--- config.mk ---
export PLATFORM = sky130hd
export DESIGN_NAME = pulse_bit_rx
export DESIGN_NICKNAME = d
export VERILOG_FILES = /design/src/rtl/pbr_pkg.sv /design/src/rtl/pbr_sync.sv /design/src/rtl/pbr_satcnt.sv /design/src/rtl/pbr_classify.sv /design/src/rtl/pulse_bit_rx.sv
export SDC_FILE = /design/constraint.sdc
export NUM_CORES = 1
export LEC_CHECK = 0
export BUFFER_PORTS_ARGS = -buffer_cell sky130_fd_sc_hd__buf_2
export CAP_MARGIN = 5
export CORE_ASPECT_RATIO = 0.8
export CORE_MARGIN = 2
export CORE_UTILIZATION = 60
export CTS_CLUSTER_DIAMETER = 30
export DETAILED_ROUTE_END_ITERATION = 12
export GPL_TIMING_DRIVEN = 0
export PLACE_DENSITY = 0.75
export SYNTH_ARGS = -nofsm -noshare
export SYNTH_HDL_FRONTEND = slang
export SYNTH_HIERARCHICAL = 1
export SYNTH_SLANG_ARGS = --single-unit
--- constraint.sdc ---
create_clock -name clk -period 2.7 [get_ports clk]
set_clock_uncertainty 0.15 [all_clocks]
set_input_delay 0.135 -clock clk [delete_from_list [all_inputs] [get_ports clk]]
set_output_delay 0.135 -clock clk [all_outputs]
set_load 0.01 [all_outputs]
--- src/rtl/pbr_pkg.sv ---
package pbr_pkg;

    typedef enum logic [1:0] {
        ST_READY  = 2'd0,
        ST_GAP    = 2'd1,
        ST_HIGH   = 2'd2,
        ST_ORPHAN = 2'd3
    } pbr_state_e;

    typedef enum logic [1:0] {
        CLS_SHORT = 2'd0,
        CLS_ZERO  = 2'd1,
        CLS_MID   = 2'd2,
        CLS_ONE   = 2'd3
    } pbr_class_e;

endpackage

--- src/rtl/pbr_sync.sv ---
module pbr_sync #(
    parameter int STAGES = 2
) (
    input  logic clk,
    input  logic rst,
    input  logic din,
    output logic lvl,
    output logic fell
);
    logic [STAGES-1:0] chain;
    logic              lvl_q;

    generate
        for (genvar i = 0; i < STAGES; i++) begin : g_stage
            if (i == 0) begin : g_first
                always_ff @(posedge clk) begin
                    if (rst) chain[0] <= 1'b0;
                    else     chain[0] <= din;
                end
            end else begin : g_next
                always_ff @(posedge clk) begin
                    if (rst) chain[i] <= 1'b0;
                    else     chain[i] <= chain[i-1];
                end
            end
        end
    endgenerate

    always_ff @(posedge clk) begin
        if (rst) lvl_q <= 1'b0;
        else     lvl_q <= chain[STAGES-1];
    end

    assign lvl  = chain[STAGES-1];
    assign fell = lvl_q & ~lvl;

endmodule

--- src/rtl/pbr_satcnt.sv ---
module pbr_satcnt #(
    parameter int W = 8
) (
    input  logic         clk,
    input  logic         rst,
    input  logic         load1,
    input  logic         inc,
    output logic [W-1:0] cnt
);
    localparam logic [W-1:0] MAXV = {W{1'b1}};
    localparam logic [W-1:0] ONE  = W'(1);

    always_ff @(posedge clk) begin
        if (rst)                      cnt <= '0;
        else if (load1)               cnt <= ONE;
        else if (inc && cnt != MAXV)  cnt <= cnt + ONE;
    end

    // a counter at its ceiling stays there while still counting
    a_r3_saturates: assert property (@(posedge clk) disable iff (rst)
        (inc && !load1 && cnt == MAXV) |=> (cnt == MAXV));

endmodule

--- src/rtl/pbr_classify.sv ---
module pbr_classify
    import pbr_pkg::*;
#(
    parameter int W        = 8,
    parameter int ZERO_MIN = 3,
    parameter int ZERO_MAX = 20,
    parameter int ONE_MIN  = 60
) (
    input  logic [W-1:0] width,
    output pbr_class_e   cls
);
    localparam logic [W-1:0] ZMIN_L = W'(ZERO_MIN);
    localparam logic [W-1:0] ZMAX_L = W'(ZERO_MAX);
    localparam logic [W-1:0] OMIN_L = W'(ONE_MIN);

    always_comb begin
        if (width < ZMIN_L)       cls = CLS_SHORT;
        else if (width <= ZMAX_L) cls = CLS_ZERO;
        else if (width < OMIN_L)  cls = CLS_MID;
        else                      cls = CLS_ONE;
    end

endmodule

--- src/rtl/pulse_bit_rx.sv ---
module pulse_bit_rx
    import pbr_pkg::*;
#(
    parameter int ZERO_MIN_CYC = 13,
    parameter int ZERO_MAX_CYC = 2500,
    parameter int ONE_MIN_CYC  = 12500,
    parameter int GAP_MIN_CYC  = 2500,
    parameter int SYNC_STAGES  = 2
) (
    input  logic clk,
    input  logic rst,
    input  logic line_in,
    output logic bit_vld,
    output logic bit_val,
    output logic fall_stb,
    output logic width_err,
    output logic gap_err
);
    localparam int HW = $clog2(ONE_MIN_CYC + 1);
    localparam int GW = $clog2(GAP_MIN_CYC + 1);
    localparam logic [GW-1:0] GAP_LAST = GW'(GAP_MIN_CYC - 1);

    logic          lvl;
    logic          fell;
    logic [HW-1:0] hi_cnt;
    logic [GW-1:0] lo_cnt;
    logic          hi_load, hi_inc, lo_load, lo_inc;
    pbr_class_e    cls;
    pbr_state_e    st, st_nxt;
    logic          decode_now;

    pbr_sync #(.STAGES(SYNC_STAGES)) u_sync (
        .clk (clk), .rst (rst), .din (line_in), .lvl (lvl), .fell (fell)
    );

    pbr_satcnt #(.W(HW)) u_hi_cnt (
        .clk (clk), .rst (rst), .load1 (hi_load), .inc (hi_inc), .cnt (hi_cnt)
    );

    pbr_satcnt #(.W(GW)) u_lo_cnt (
        .clk (clk), .rst (rst), .load1 (lo_load), .inc (lo_inc), .cnt (lo_cnt)
    );

    pbr_classify #(
        .W (HW), .ZERO_MIN (ZERO_MIN_CYC), .ZERO_MAX (ZERO_MAX_CYC), .ONE_MIN (ONE_MIN_CYC)
    ) u_cls (
        .width (hi_cnt), .cls (cls)
    );

    // state register
    always_ff @(posedge clk) begin
        if (rst) st <= ST_READY;
        else     st <= st_nxt;
    end

    // next state and counter control
    always_comb begin
        st_nxt  = st;
        hi_load = 1'b0;
        hi_inc  = 1'b0;
        lo_load = 1'b0;
        lo_inc  = 1'b0;
        unique case (st)
            ST_READY: begin
                if (lvl) begin
                    st_nxt  = ST_HIGH;
                    hi_load = 1'b1;
                end
            end
            ST_GAP: begin
                if (lvl)                    st_nxt = ST_ORPHAN;
                else if (lo_cnt == GAP_LAST) st_nxt = ST_READY;
                else                        lo_inc = 1'b1;
            end
            ST_HIGH: begin
                if (lvl) begin
                    hi_inc = 1'b1;
                end else begin
                    st_nxt  = ST_GAP;
                    lo_load = 1'b1;
                end
            end
            ST_ORPHAN: begin
                if (!lvl) begin
                    st_nxt  = ST_GAP;
                    lo_load = 1'b1;
                end
            end
        endcase
    end

    assign decode_now = (st == ST_HIGH) && !lvl;

    // registered outputs
    always_ff @(posedge clk) begin
        if (rst) begin
            bit_vld   <= 1'b0;
            bit_val   <= 1'b0;
            fall_stb  <= 1'b0;
            width_err <= 1'b0;
            gap_err   <= 1'b0;
        end else begin
            fall_stb  <= fell;
            bit_vld   <= decode_now && (cls == CLS_ZERO || cls == CLS_ONE);
            bit_val   <= decode_now && (cls == CLS_ONE);
            width_err <= decode_now && (cls == CLS_SHORT || cls == CLS_MID);
            gap_err   <= (st == ST_GAP) && lvl;
        end
    end

    // result strobes are mutually exclusive
    a_r10_one_result: assert property (@(posedge clk) disable iff (rst)
        $onehot0({bit_vld, width_err, gap_err}));

    // value only qualified by valid
    a_r10_val_gated: assert property (@(posedge clk) disable iff (rst)
        bit_val |-> bit_vld);

    // decode results land with the falling-edge strobe
    a_r8_result_on_fall: assert property (@(posedge clk) disable iff (rst)
        (bit_vld || width_err) |-> fall_stb);

    // gap error lasts exactly one cycle
    a_r6_gap_single: assert property (@(posedge clk) disable iff (rst)
        gap_err |=> !gap_err);

    // first cycle out of reset is quiet
    a_r1_reset_quiet: assert property (@(posedge clk) disable iff (rst)
        $past(rst) |-> !(bit_vld || width_err || gap_err || fall_stb));

endmodule

==> results of run 1 <==
==> through the flow <==
stage / instance area (um^2) / instances / setup slack [ps] / power (mW)
after floorplan: 1820 / 209 / 500 / 0.574
after global placement: 1900 / 254 / 293 / 0.585
after detailed placement: 1900 / 254 / 203 / 0.586
after CTS: 2020 / 263 / 198 / 1.04
after global routing: 2030 / 263 / 109 / 1.07
final: 2030 / 263 / 344 / 1.04
==> sequential cells by signal, summed over array words and instances, names as in the netlist <==
name and flops:
bit_val 1, bit_vld 1, fall_stb 1, gap_err 1, st 2, u_hi_cnt/cnt 14
u_lo_cnt/cnt 12, u_sync/chain 1, u_sync/lvl 1, u_sync/lvl_q 1, width_err 1
==> power by group <==
group | total [mW] | switching, mW | internal [mW]
combinational | 0.0343 | 0.0199 | 0.0144
clock | 0.461 | 0.188 | 0.274
sequential | 0.542 | 0.00605 | 0.536
==> cell usage in the layout, fill, tap and decap left out, types with 3 or more instances in the layout <==
cell type and count:
a21oi_1 13, a31oi_1 4, and3_1 3, buf_2 8, clkbuf_1 4, clkbuf_8 5, dfxtp_1 36, inv_1 7
mux2i_1 3, nand2_1 17, nand3_1 10, nand4_1 4, nor2_1 18, nor2b_1 6, nor3_1 6, nor4_1 4
nor4bb_1 3, o211ai_1 3, o21ai_0 14, o31ai_1 3, or2_2 4, or3_1 6, or4_1 4
==> worst max path at each step <==
stage / endpoint / start
2_1_floorplan: u_lo_cnt/cnt[11] / u_lo_cnt/cnt[9]
3_3_place_gp: u_lo_cnt/cnt[11] / u_lo_cnt/cnt[9]
3_5_place_dp: u_lo_cnt/cnt[11] / u_lo_cnt/cnt[9]
4_1_cts: u_lo_cnt/cnt[11] / u_lo_cnt/cnt[9]
5_1_grt: u_lo_cnt/cnt[7] / u_lo_cnt/cnt[9]
6_report: u_lo_cnt/cnt[11] / u_lo_cnt/cnt[9]
==> per-layer routing <==
metal / global-route usage / up-vias / wire, um
met5: 0 / - / 0
met4: 0.104 / 0 / 67
met3: 0.0574 / 9 / 288
met2: 0.417 / 56 / 1750
met1: 0.354 / 750 / 1900
li1: - / 808 / -
==> cell usage after synthesis, types with 2 or more instances <==
library cell / count
or4_1: 4
or3_1: 6
nand4_1: 4
o41ai_1: 2
inv_1: 7
a211oi_1: 2
o31ai_1: 3
and3_1: 3
or4_2: 2
xor2_1: 2
ha_1: 2
clkbuf_1: 3
xnor2_1: 2
a41o_1: 2
a31oi_1: 4
nor4bb_1: 3
nor2_1: 18
o21ai_0: 14
dfxtp_1: 36
a21oi_1: 13
nor2b_1: 6
o211ai_1: 3
nor4_1: 4
or2_2: 4
and3b_1: 2
nand2b_1: 2
nand2_1: 17
nor3_1: 6
and4_1: 2
nand3_1: 10
mux2i_1: 3
==> logic make-up after synthesis <==
family,after synthesis
buffers and inverters,12
multiplexers,3
AND/OR/NAND/NOR,102
flip-flops,36
XOR/XNOR,4
adder cells (fa/ha/maj),2
AO/OA/AOI/OAI,50
==> timing repair <==
item | 4_1_cts | 5_1_grt
setup endpoints to repair | 0 | 1
endpoints found under the hold margin | 1 | 0
resized for setup | 0 | 1
hold buffers | 1 | 0
==> final cells by class <==
type                    count  area (um^2)  area share
clock buffers               6         72.6      0.0358
clock inverters             2         35.0      0.0173
multi-input cells         161         1060       0.523
flip-flops and latches     36          721       0.355
plain buffers               5         21.3      0.0105
well taps                  38         47.5      0.0234
repair buffers              8         45.0      0.0222
inverters                   7         26.3      0.0129
==> critical path: cells and delay by family, from the launching register on <==
family	cells	cell delay [ps]
compound gates	2	360
flops	1	460
simple gates	5	1280
==> key figures, run 1 <==
STA
  • Worst Hold Margin: 24.0 ps
  • Final Hold Fails: 0
  • Max-slew headroom: 0.677
  • Final sum of negative setup slack: 0 ps
  • Final slew viol count: 0
  • Maximum achievable frequency: 424 MHz
  • Crit share post-route: 0.873
  • Pin slew with the least headroom to its limit: 484 ps
  • Final setup violating endpoints: 0
  • Unrepaired setup endpoints after global routing: no
  • Minimum period implied by the final worst setup slack: 2360 ps

Worst setup path
  • Cells traversed along the worst timing path: nor4bb_1 > and3_1 > nor4b_4 > nand3_1 > nor4b_4 > a31oi_1 > a41o_1
  • Largest stage delay, worst path: 460 ps
  • Maximum fanout count along the critical path: 7
  • Cell with the most instances on the worst path: nor4b_4
  • Worst reg2reg path startpoint: u_lo_cnt/cnt[9]
  • Worst R2R Path Depth: 7
  • Cell with the largest stage delay on the worst path: dfxtp_1
  • Sort of element at the start of the critical path: flop
  • Worst-case register-to-register setup slack: 340 ps
  • Data required time at the worst endpoint: 2740 ps
  • Setup crit end kind: flop
  • Endpoint of the worst-slack reg-to-reg timing path: u_lo_cnt/cnt[11]
  • Critical path start-end classification: flop to flop
  • Data arrival time of the critical path: 2390 ps

Placement
  • Count of buffers from port buffering: 7
  • Hpwl dp: 2810 um
  • Routability congestion estimate from global placement: 0.860

Synthesis
  • Adder-cell share of the synthesized area: 0.0137
  • Area fraction in compound gates after synthesis: 0.189
  • Cell Area, Synth: 1820 um^2
  • Number of distinct library cell variants in the gate-level netlist after synthesis: 49
  • Share of flip-flops with an asynchronous set or reset: 0
  • Post-Synth XOR/XNOR Area: 0.0192
  • Yosys top cell area share: 0.396
  • Yosys warns: 6
  • Synthesized netlist net count: 214
  • Post-synthesis share of cell area spent on and, or, nand and nor gates: 0.340
  • Average size of a mapped cell: 8.71 um^2
  • Largest cells by area after synthesis: dfxtp_1 40%, o21ai_0 3.8%, nor2_1 3.7%
  • Number of enable flip-flop cells after synthesis: 0
  • Main synth FF type: dfxtp_1
  • Post-synthesis cell count: 209
  • Number of synthesized register bits: 36
  • Fraction of synthesized area in multiplexers: 0.0165
  • Dominant combinational cell family by area after synthesis: simple AND/OR/NAND/NOR gates
  • Sequential area share after synthesis: 0.396
  • Largest area contributor in the synthesized netlist: dfxtp_1

Worst hold path
  • Worst min-delay path class: input port to flop
  • Cell depth of the worst min-delay path: 2
  • Hold worst-path end: st[0]
  • Hold path startpoint: rst

Clocking
  • Number of buffers created by CTS: 5
  • Later-pin clock latency in the skew report: 290 ps
  • Count of H-tree levels built during CTS: 2
  • Number of buffers added for setup after CTS: 0
  • CTS tree: yes
  • Post-CTS clock slew at the launch and capture registers of the worst setup and hold paths: 70 ps
  • CTS Sinks: 36
  • Clock Tree Root: clkbuf_8
  • Clk buf depth: 2

Global routing
  • Total routing usage reported by global routing: 0.264
  • Total overflow reported by the global router: 0
  • Largest net degree at the start of global routing: 16
  • Global-route wire length before repair: 6830 um
  • Number of global-route vias before repair: 1,484
  • Number of antenna violations at the first check in global routing: 0

Final layout
  • Final Util: 0.717
  • Number of antenna diodes: 0
  • Number of nets in the final layout: 229
  • Share of layout cells above drive strength 1: 0.138
  • Layout area overhead: 11.5%
  • Number of fill cells in the layout: 224

Floorplan
  • Die span in x: 65.6 um
  • Die Height: 53.3 um
  • Num rows: 17
  • Core ar.: 2830 um^2
  • DIE AREA: 3490 um^2
  • Boundary pin count: 8
  • Initial core utilization: 0.644

Routing
  • Avg Vias per Cell: 6.17
  • DR DRC count: 0
  • Via count: 1,623
  • TritonRoute pass-1 iters: 4
  • Detailed Route Iter0 Violations: 148
  • Routed wirelength normalized by instance count: 15.2 um
  • Post-DRT Antenna Nets: 0
  • Post-Route WL: 4000 um

Pwr
  • Peak VDD IR: 0.447 mV
  • Power density over the cells: 511 nW/um^2
  • Total leakage power: 0.730 nW

Job
  • Max cap viols: 0

Outcome
  • Outcome: finished clean
No activity file was read; power rests on OpenSTA's default activity.
==> run 2, diff against run 1 <==
--- a/config.mk
+++ b/config.mk
@@ -14,5 +14,5 @@
 export DETAILED_ROUTE_END_ITERATION = 12
 export GPL_TIMING_DRIVEN = 0
-export PLACE_DENSITY = 0.75
+export PLACE_DENSITY = 0.87
 export SYNTH_ARGS = -nofsm -noshare
 export SYNTH_HDL_FRONTEND = slang
==> constraint.sdc (replaced) <==
create_clock -name clk -period 2.7 [get_ports clk]
set_clock_uncertainty 0.15 [all_clocks]
set_input_delay 0 -clock clk [delete_from_list [all_inputs] [get_ports clk]]
set_output_delay 0 -clock clk [all_outputs]
set_load 0.01 [all_outputs]
==> run 2 against run 1 <==
Net effect:
- count of clock-buffer cells in the layout fell by 1
- clock power rose by 3%
- worst hold slack better by 280 ps
- sequential power about the same
- worst setup slack worse by 14 ps
- cell area is 1.2% higher
- maximum frequency fell by 0.61%
- critical path depth unchanged
- die area is the same
- sequential share of layout area decreased by 0.41 points
- core utilization grew 0.84 points
- routed wire length fell by 3.4%
- critical path type unchanged
- critical endpoint is now u_lo_cnt/cnt[7]
- largest power group unchanged
==> key figures, run 2 (same netlist as run 1, synthesis figures left out) <==
Outcome
  • Outcome: finished clean (unchanged)

Clocking
  • Number of buffers added for setup after CTS: 0 (unchanged)
  • Later-pin clock latency in the skew report: 290 ps (about the same)
  • Count of H-tree levels built during CTS: 2 (unchanged)
  • CTS tree: yes (unchanged)
  • Clk buf depth: 2 (unchanged)
  • Number of buffers created by CTS: 5 (unchanged)
  • Clock Tree Root: clkbuf_8 (unchanged)
  • CTS Sinks: 36 (unchanged)
  • Post-CTS clock slew at the launch and capture registers of the worst setup and hold paths: 80 ps (was 70 ps)

Final layout
  • Commonest non-fill, non-tap cells in the layout: 36 x dfxtp_1, 18 x nor2_1, 17 x nand2_1, 14 x o21ai_0, 13 x a21oi_1 (unchanged)
  • Number of nets in the final layout: 231 (was 229)
  • Number of fill cells in the layout: 197 (was 224)
  • Post-layout instance count excluding filler cells: 265 (was 263)
  • Layout area overhead: 12.8% (was 11.5%)
  • Most flop-heavy register: u_hi_cnt/cnt (unchanged)
  • Number of antenna diodes: 0 (unchanged)
  • Final Util: 0.726 (was 0.717)
  • Share of layout cells above drive strength 1: 0.141 (was 0.138)
  • Most common cell after layout, fill and taps aside: dfxtp_1 (unchanged)
  • Largest registers in the final layout: u_hi_cnt/cnt (14), u_lo_cnt/cnt (12), st (2) (unchanged)
  • Number of flip-flops under the largest register name: 14 (unchanged)

Routing
  • Avg Vias per Cell: 6.21 (was 6.17)
  • Via count: 1,645 (was 1,623)
  • Post-DRT Antenna Nets: 0 (unchanged)
  • Uppermost layer routed: met4 (unchanged)
  • Detailed Route Iter0 Violations: 152 (was 148)
  • TritonRoute pass-1 iters: 4 (unchanged)
  • Routed wirelength normalized by instance count: 14.6 um (was 15.2 um)
  • Post-Route WL: 3860 um (was 4000 um)
  • DR DRC count: 0 (unchanged)
  • Met2 layer wire length in the routed design: 1690 um (was 1750 um)
  • Detail Route met3 WL: 244 um (was 288 um)
  • Sum of routed wire segments on met1: 1880 um (was 1900 um)

STA
  • Final setup violating endpoints: 0 (unchanged)
  • Unrepaired setup endpoints after global routing: no (unchanged)
  • Final sum of negative setup slack: 0 ps (unchanged)
  • Pin slew with the least headroom to its limit: 479 ps (was 484 ps)
  • Max-slew headroom: 0.679 (was 0.677)
  • Final Hold Fails: 0 (unchanged)
  • Crit share post-route: 0.878 (was 0.873)
  • Maximum achievable frequency: 422 MHz (was 424 MHz)
  • Minimum period implied by the final worst setup slack: 2370 ps (was 2360 ps)
  • Final slew viol count: 0 (unchanged)

Floorplan
  • Initial core utilization: 0.644 (unchanged)
  • DIE AREA: 3490 um^2 (unchanged)
  • Boundary pin count: 8 (unchanged)
  • Die Height: 53.3 um (unchanged)
  • Die span in x: 65.6 um (unchanged)
  • Core ar.: 2830 um^2 (unchanged)
  • Num rows: 17 (unchanged)

Pwr
  • Internal cell power: 0.825 mW (was 0.824 mW)
  • Sw Ratio: 0.218 (was 0.206)
  • Total power draw: 1.05 mW (was 1.04 mW)
  • Register share of total power: 0.514 (was 0.522)
  • Combinational share of power: 0.035 (was 0.033)
  • Proportion of power drawn by the clock network: 0.451 (was 0.445)
  • Peak VDD IR: 0.592 mV (was 0.447 mV)
  • Power density over the cells: 514 nW/um^2 (was 511 nW/um^2)
  • NetSw: 0.230 mW (was 0.214 mW)
  • Total leakage power: 0.739 nW (was 0.730 nW)

Worst setup path
  • Cell with the most instances on the worst path: and3_1 (was nor4b_4)
  • Largest stage delay, worst path: 450 ps (was 460 ps)
  • Data arrival time of the critical path: 2380 ps (was 2390 ps)
  • Maximum fanout count along the critical path: 7 (unchanged)
  • Data required time at the worst endpoint: 2710 ps (was 2740 ps)
  • Setup crit end kind: flop (unchanged)
  • Critical path start-end classification: flop to flop (unchanged)
  • Cell with the largest stage delay on the worst path: dfxtp_1 (unchanged)
  • Sort of element at the start of the critical path: flop (unchanged)
  • Cells traversed along the worst timing path: nor4bb_1 > and3_1 > nor4b_4 > and3_1 > o21ai_0 > o311ai_0 > o41ai_1 (was nor4bb_1 > and3_1 > nor4b_4 > nand3_1 > nor4b_4 > a31oi_1 > a41o_1)

Job
  • Max cap viols: 0 (unchanged)

Placement
  • Count of placed standard cells including taps: 254 (unchanged)
  • Count of buffers from port buffering: 7 (unchanged)
  • Routability congestion estimate from global placement: 0.966 (was 0.860)
  • Hpwl dp: 2660 um (was 2810 um)

Global routing
  • Total overflow reported by the global router: 0 (unchanged)
  • Number of antenna violations at the first check in global routing: 0 (unchanged)
  • Global-route wire length before repair: 6240 um (was 6830 um)
  • Number of global-route vias before repair: 1,357 (was 1,484)
  • Largest net degree at the start of global routing: 16 (unchanged)
  • Total routing usage reported by global routing: 0.243 (was 0.264)

Worst hold path
  • Worst min-delay path class: flop to flop (was input port to flop)
[run 2: cell count changes in the layout (fill, tap and decap cells not counted), sizes merged]
cell	delta
clkbuf	-1
clkinvlp	+1
dlygate4sd3	+2
[run 2: layout make-up]
cell class              instances  area [um^2]  share of cell area
flip-flops and latches         36          721               0.351
well taps                      38         47.5              0.0232
plain buffers                   5         21.3              0.0104
clock buffers                   5         68.8              0.0335
inverters                       7         26.3              0.0128
repair buffers                 10         65.1              0.0317
multi-input cells             161         1060               0.517
clock inverters                 3         42.5              0.0207
[run 2: metrics by stage]
step,worst slack [ps],hold slack [ps],cell area (um^2)
6_report,329,308,2050
5_1_grt,89.8,334,2050
4_1_cts,216,314,2040
3_5_place_dp,244,87.6,1900
3_3_place_gp,285,66.7,1900
2_1_floorplan,500,-85.4,1820
[run 2: timing repair]
| action | CTS | global route |
|---|---|---|
| gates resized for setup | 0 | 1 |
| setup endpoints to repair | 0 | 2 |
| endpoints found under the hold margin | 8 | 0 |
| hold buffers | 3 | 0 |
[run 2: final timing paths]
check	startpoint	end	slack [ps]	cells after the start
hold / removal	u_sync/chain[0]	u_sync/lvl	310	1
setup reg to reg	u_lo_cnt/cnt[9]	u_lo_cnt/cnt[7]	330	7
setup / recovery	u_lo_cnt/cnt[9]	u_lo_cnt/cnt[7]	330	7
hold reg to reg	u_sync/chain[0]	u_sync/lvl	310	1
[run 2: layer usage]
metal | global-route usage | vias to the layer above
met1 | 0.343 | 772
met2 | 0.344 | 51
met3 | 0.0660 | 7
met4 | 0.111 | 0
met5 | 0 | -
li1 | - | 815
[run 2: critical path, delay by kind of cell (launching register included)]
kind | cells | cell delay (ps)
flops | 1 | 450
simple gates | 4 | 1010
compound gates | 3 | 620
[run 2: power by group through the flow]
stage          Clock [mW]  Combinational [mW]  Sequential (mW)
2_1_floorplan           0              0.0219            0.553
3_3_place_gp            0              0.0313            0.554
3_5_place_dp            0              0.0322            0.554
4_1_cts             0.479              0.0360            0.542
5_1_grt             0.505              0.0405            0.543
6_report            0.476              0.0366            0.542
==> run 3, diff against run 2 <==
- clock period: 2.7 -> 2.4 ns (I/O delays scaled with it)
==> run 3 against run 2 <==
Net effect:
- first-iteration DRC count rose by 5.3%
- count of clock-buffer cells in the layout did not move
- cell area rose by 1.2%
- worst hold slack barely moved
- non-clock buffer count rose by 1
- combinational power rose by 16%
- maximum frequency rose by 3.9%
- global-route usage rose by 0.53 points
- clock power rose by 12%
- final cell count rose by 0.38%
- die area did not move
- sequential share of layout area fell by 0.22 points
- largest cell class unchanged
- highest routed layer unchanged
==> key figures, run 3 (same netlist as run 1, synthesis figures left out) <==
STA
  • Max-slew headroom: 0.682 (was 0.679)
  • Crit share post-route: 0.951 (was 0.878)
  • Maximum achievable frequency: 438 MHz (was 422 MHz)
  • Worst Hold Margin: 308 ps (about the same)
  • Final setup violating endpoints: 0 (unchanged)
  • Final slew viol count: 0 (unchanged)
  • Pin slew with the least headroom to its limit: 474 ps (was 479 ps)
  • Final Hold Fails: 0 (unchanged)
  • Minimum period implied by the final worst setup slack: 2280 ps (was 2370 ps)

Global routing
  • Number of global-route vias before repair: 1,385 (was 1,357)
  • Global-route wire length before repair: 6350 um (was 6240 um)
  • Total routing usage reported by global routing: 0.248 (was 0.243)
  • Total overflow reported by the global router: 0 (unchanged)
  • Number of antenna violations at the first check in global routing: 0 (unchanged)
  • Largest net degree at the start of global routing: 16 (unchanged)

Final layout
  • Share of layout cells above drive strength 1: 0.171 (was 0.141)
  • Most flop-heavy register: u_hi_cnt/cnt (unchanged)
  • Final instance area: 2080 um^2 (was 2050 um^2)
  • Final Util: 0.734 (was 0.726)
  • Post-layout instance count excluding filler cells: 266 (was 265)
  • Layout area overhead: 14.1% (was 12.8%)
  • Commonest non-fill, non-tap cells in the layout: 33 x dfxtp_1, 18 x nor2_1, 17 x nand2_1, 14 x o21ai_0, 13 x a21oi_1 (was 36 x dfxtp_1, 18 x nor2_1, 17 x nand2_1, 14 x o21ai_0, 13 x a21oi_1)
  • Register area: 724 um^2 (was 721 um^2)
  • Number of flip-flops under the largest register name: 14 (unchanged)
  • Most common cell after layout, fill and taps aside: dfxtp_1 (unchanged)
  • Number of fill cells in the layout: 192 (was 197)
  • Number of antenna diodes: 0 (unchanged)
  • Largest registers in the final layout: u_hi_cnt/cnt (14), u_lo_cnt/cnt (12), st (2) (unchanged)
  • Area used by multi-input combinational logic: 1070 um^2 (was 1060 um^2)
  • Number of nets in the final layout: 232 (was 231)

Floorplan
  • Core ar.: 2830 um^2 (unchanged)
  • Die Height: 53.3 um (unchanged)
  • Die span in x: 65.6 um (unchanged)
  • Initial core utilization: 0.644 (unchanged)
  • Num rows: 17 (unchanged)
  • Boundary pin count: 8 (unchanged)
  • DIE AREA: 3490 um^2 (unchanged)

Worst hold path
  • Worst min-delay path class: flop to flop (unchanged)
  • Hold path startpoint: u_sync/chain[0] (unchanged)
  • Hold worst-path end: u_sync/lvl (unchanged)
  • Cell depth of the worst min-delay path: 1 (unchanged)

Pwr
  • Power density over the cells: 572 nW/um^2 (was 514 nW/um^2)
  • Peak VDD IR: 0.665 mV (was 0.592 mV)
  • Total leakage power: 0.745 nW (was 0.739 nW)
  • Total power draw: 1.19 mW (was 1.05 mW)

Worst setup path
  • Endpoint of the worst-slack reg-to-reg timing path: u_lo_cnt/cnt[11] (was u_lo_cnt/cnt[7])
  • Worst-case register-to-register setup slack: 120 ps (was 330 ps)
  • Maximum fanout count along the critical path: 5 (was 7)
  • Setup crit end kind: flop (unchanged)
  • Data required time at the worst endpoint: 2440 ps (was 2710 ps)
  • Data arrival time of the critical path: 2320 ps (was 2380 ps)
  • Worst reg2reg path startpoint: u_lo_cnt/cnt[4] (was u_lo_cnt/cnt[9])
  • Critical path start-end classification: flop to flop (unchanged)
  • Sort of element at the start of the critical path: flop (unchanged)
  • Worst R2R Path Depth: 8 (was 7)

Routing
  • Post-Route WL: 3960 um (was 3860 um)
  • Via count: 1,633 (was 1,645)
  • DR DRC count: 0 (unchanged)
  • Avg Vias per Cell: 6.14 (was 6.21)
  • Post-DRT Antenna Nets: 0 (unchanged)
  • TritonRoute pass-1 iters: 4 (unchanged)
  • Routed wirelength normalized by instance count: 14.9 um (was 14.6 um)
  • Detailed Route Iter0 Violations: 160 (was 152)

Placement
  • Count of placed standard cells including taps: 254 (unchanged)
  • Placed Area: 1900 um^2 (unchanged)
  • Count of buffers from port buffering: 7 (unchanged)
  • Hpwl dp: 2660 um (unchanged)
  • Routability congestion estimate from global placement: 0.966 (unchanged)

Clocking
  • Clk buf depth: 2 (unchanged)
  • Count of H-tree levels built during CTS: 2 (unchanged)
  • CTS tree: yes (unchanged)
  • Later-pin clock latency in the skew report: 290 ps (about the same)
  • Post-CTS clock slew at the launch and capture registers of the worst setup and hold paths: 80 ps (about the same)
  • CTS Sinks: 36 (unchanged)
  • Number of buffers created by CTS: 5 (unchanged)
  • Clock Tree Root: clkbuf_8 (unchanged)

Outcome
  • Outcome: finished clean (unchanged)

Job
  • Max cap viols: 0 (unchanged)
==> run 3: worst max-delay path by stage <==
stage,start,to,slack [ps],cells past startpoint
CTS,u_lo_cnt/cnt[9],u_lo_cnt/cnt[7],40,7
finish,u_lo_cnt/cnt[4],u_lo_cnt/cnt[11],120,8
global route,u_lo_cnt/cnt[4],u_lo_cnt/cnt[10],-20,8
floorplan,u_lo_cnt/cnt[9],u_lo_cnt/cnt[11],200,7
detailed placement,u_lo_cnt/cnt[9],u_lo_cnt/cnt[7],-60,7
global placement,u_lo_cnt/cnt[9],u_lo_cnt/cnt[7],-10,7
==> run 3: where the power goes <==
| group | switching (mW) | leakage [nW] | internal (mW) |
|---|---|---|---|
| Clock | 0.228 | 0.0541 | 0.307 |
| Combinational | 0.0234 | 0.399 | 0.0190 |
| Sequential | 0.00764 | 0.292 | 0.603 |
==> run 3: critical path: stages (launching register included) <==
cell and delay [ps]:
dfxtp_1 470, nor4bb_1 100, and3_1 200, nor4b_4 270, buf_4 180, nand3_2 100, nor4b_4 350, a31oi_1 130
a41o_1 210
==> run 3: repair_timing <==
action,in CTS,in global routing
buffers inserted,0,1
hold buffers,3,0
pin swaps,0,2
resized for setup,1,7
endpoints found under the hold margin,8,0
endpoints found under the setup margin,3,4
==> run 3: final cells by class <==
class | instances | area share
well taps | 38 | 0.0229
repair buffers | 11 | 0.0349
plain buffers | 5 | 0.0102
clock inverters | 3 | 0.0205
inverters | 7 | 0.0127
clock buffers | 5 | 0.0331
multi-input cells | 161 | 0.517
flip-flops and latches | 36 | 0.349
==> run 3: per-stage QoR <==
| stage | setup WS [ps] | TNS (ps) |
|---|---|---|
| 4_1_cts | 44.5 | 0 |
| 3_5_place_dp | -55.7 | -70.3 |
| 2_1_floorplan | 200 | 0 |
| 5_1_grt | -17.4 | -17.4 |
| 3_3_place_gp | -14.8 | -22.1 |
| 6_report | 118 | 0 |
==> run 3: metal layers <==
metal,track usage,wire length (um),part of all wire
met1,0.341,1880,0.47
met5,0,0,0
met3,0.0681,265,0.067
met2,0.355,1770,0.45
met4,0.128,51,0.013
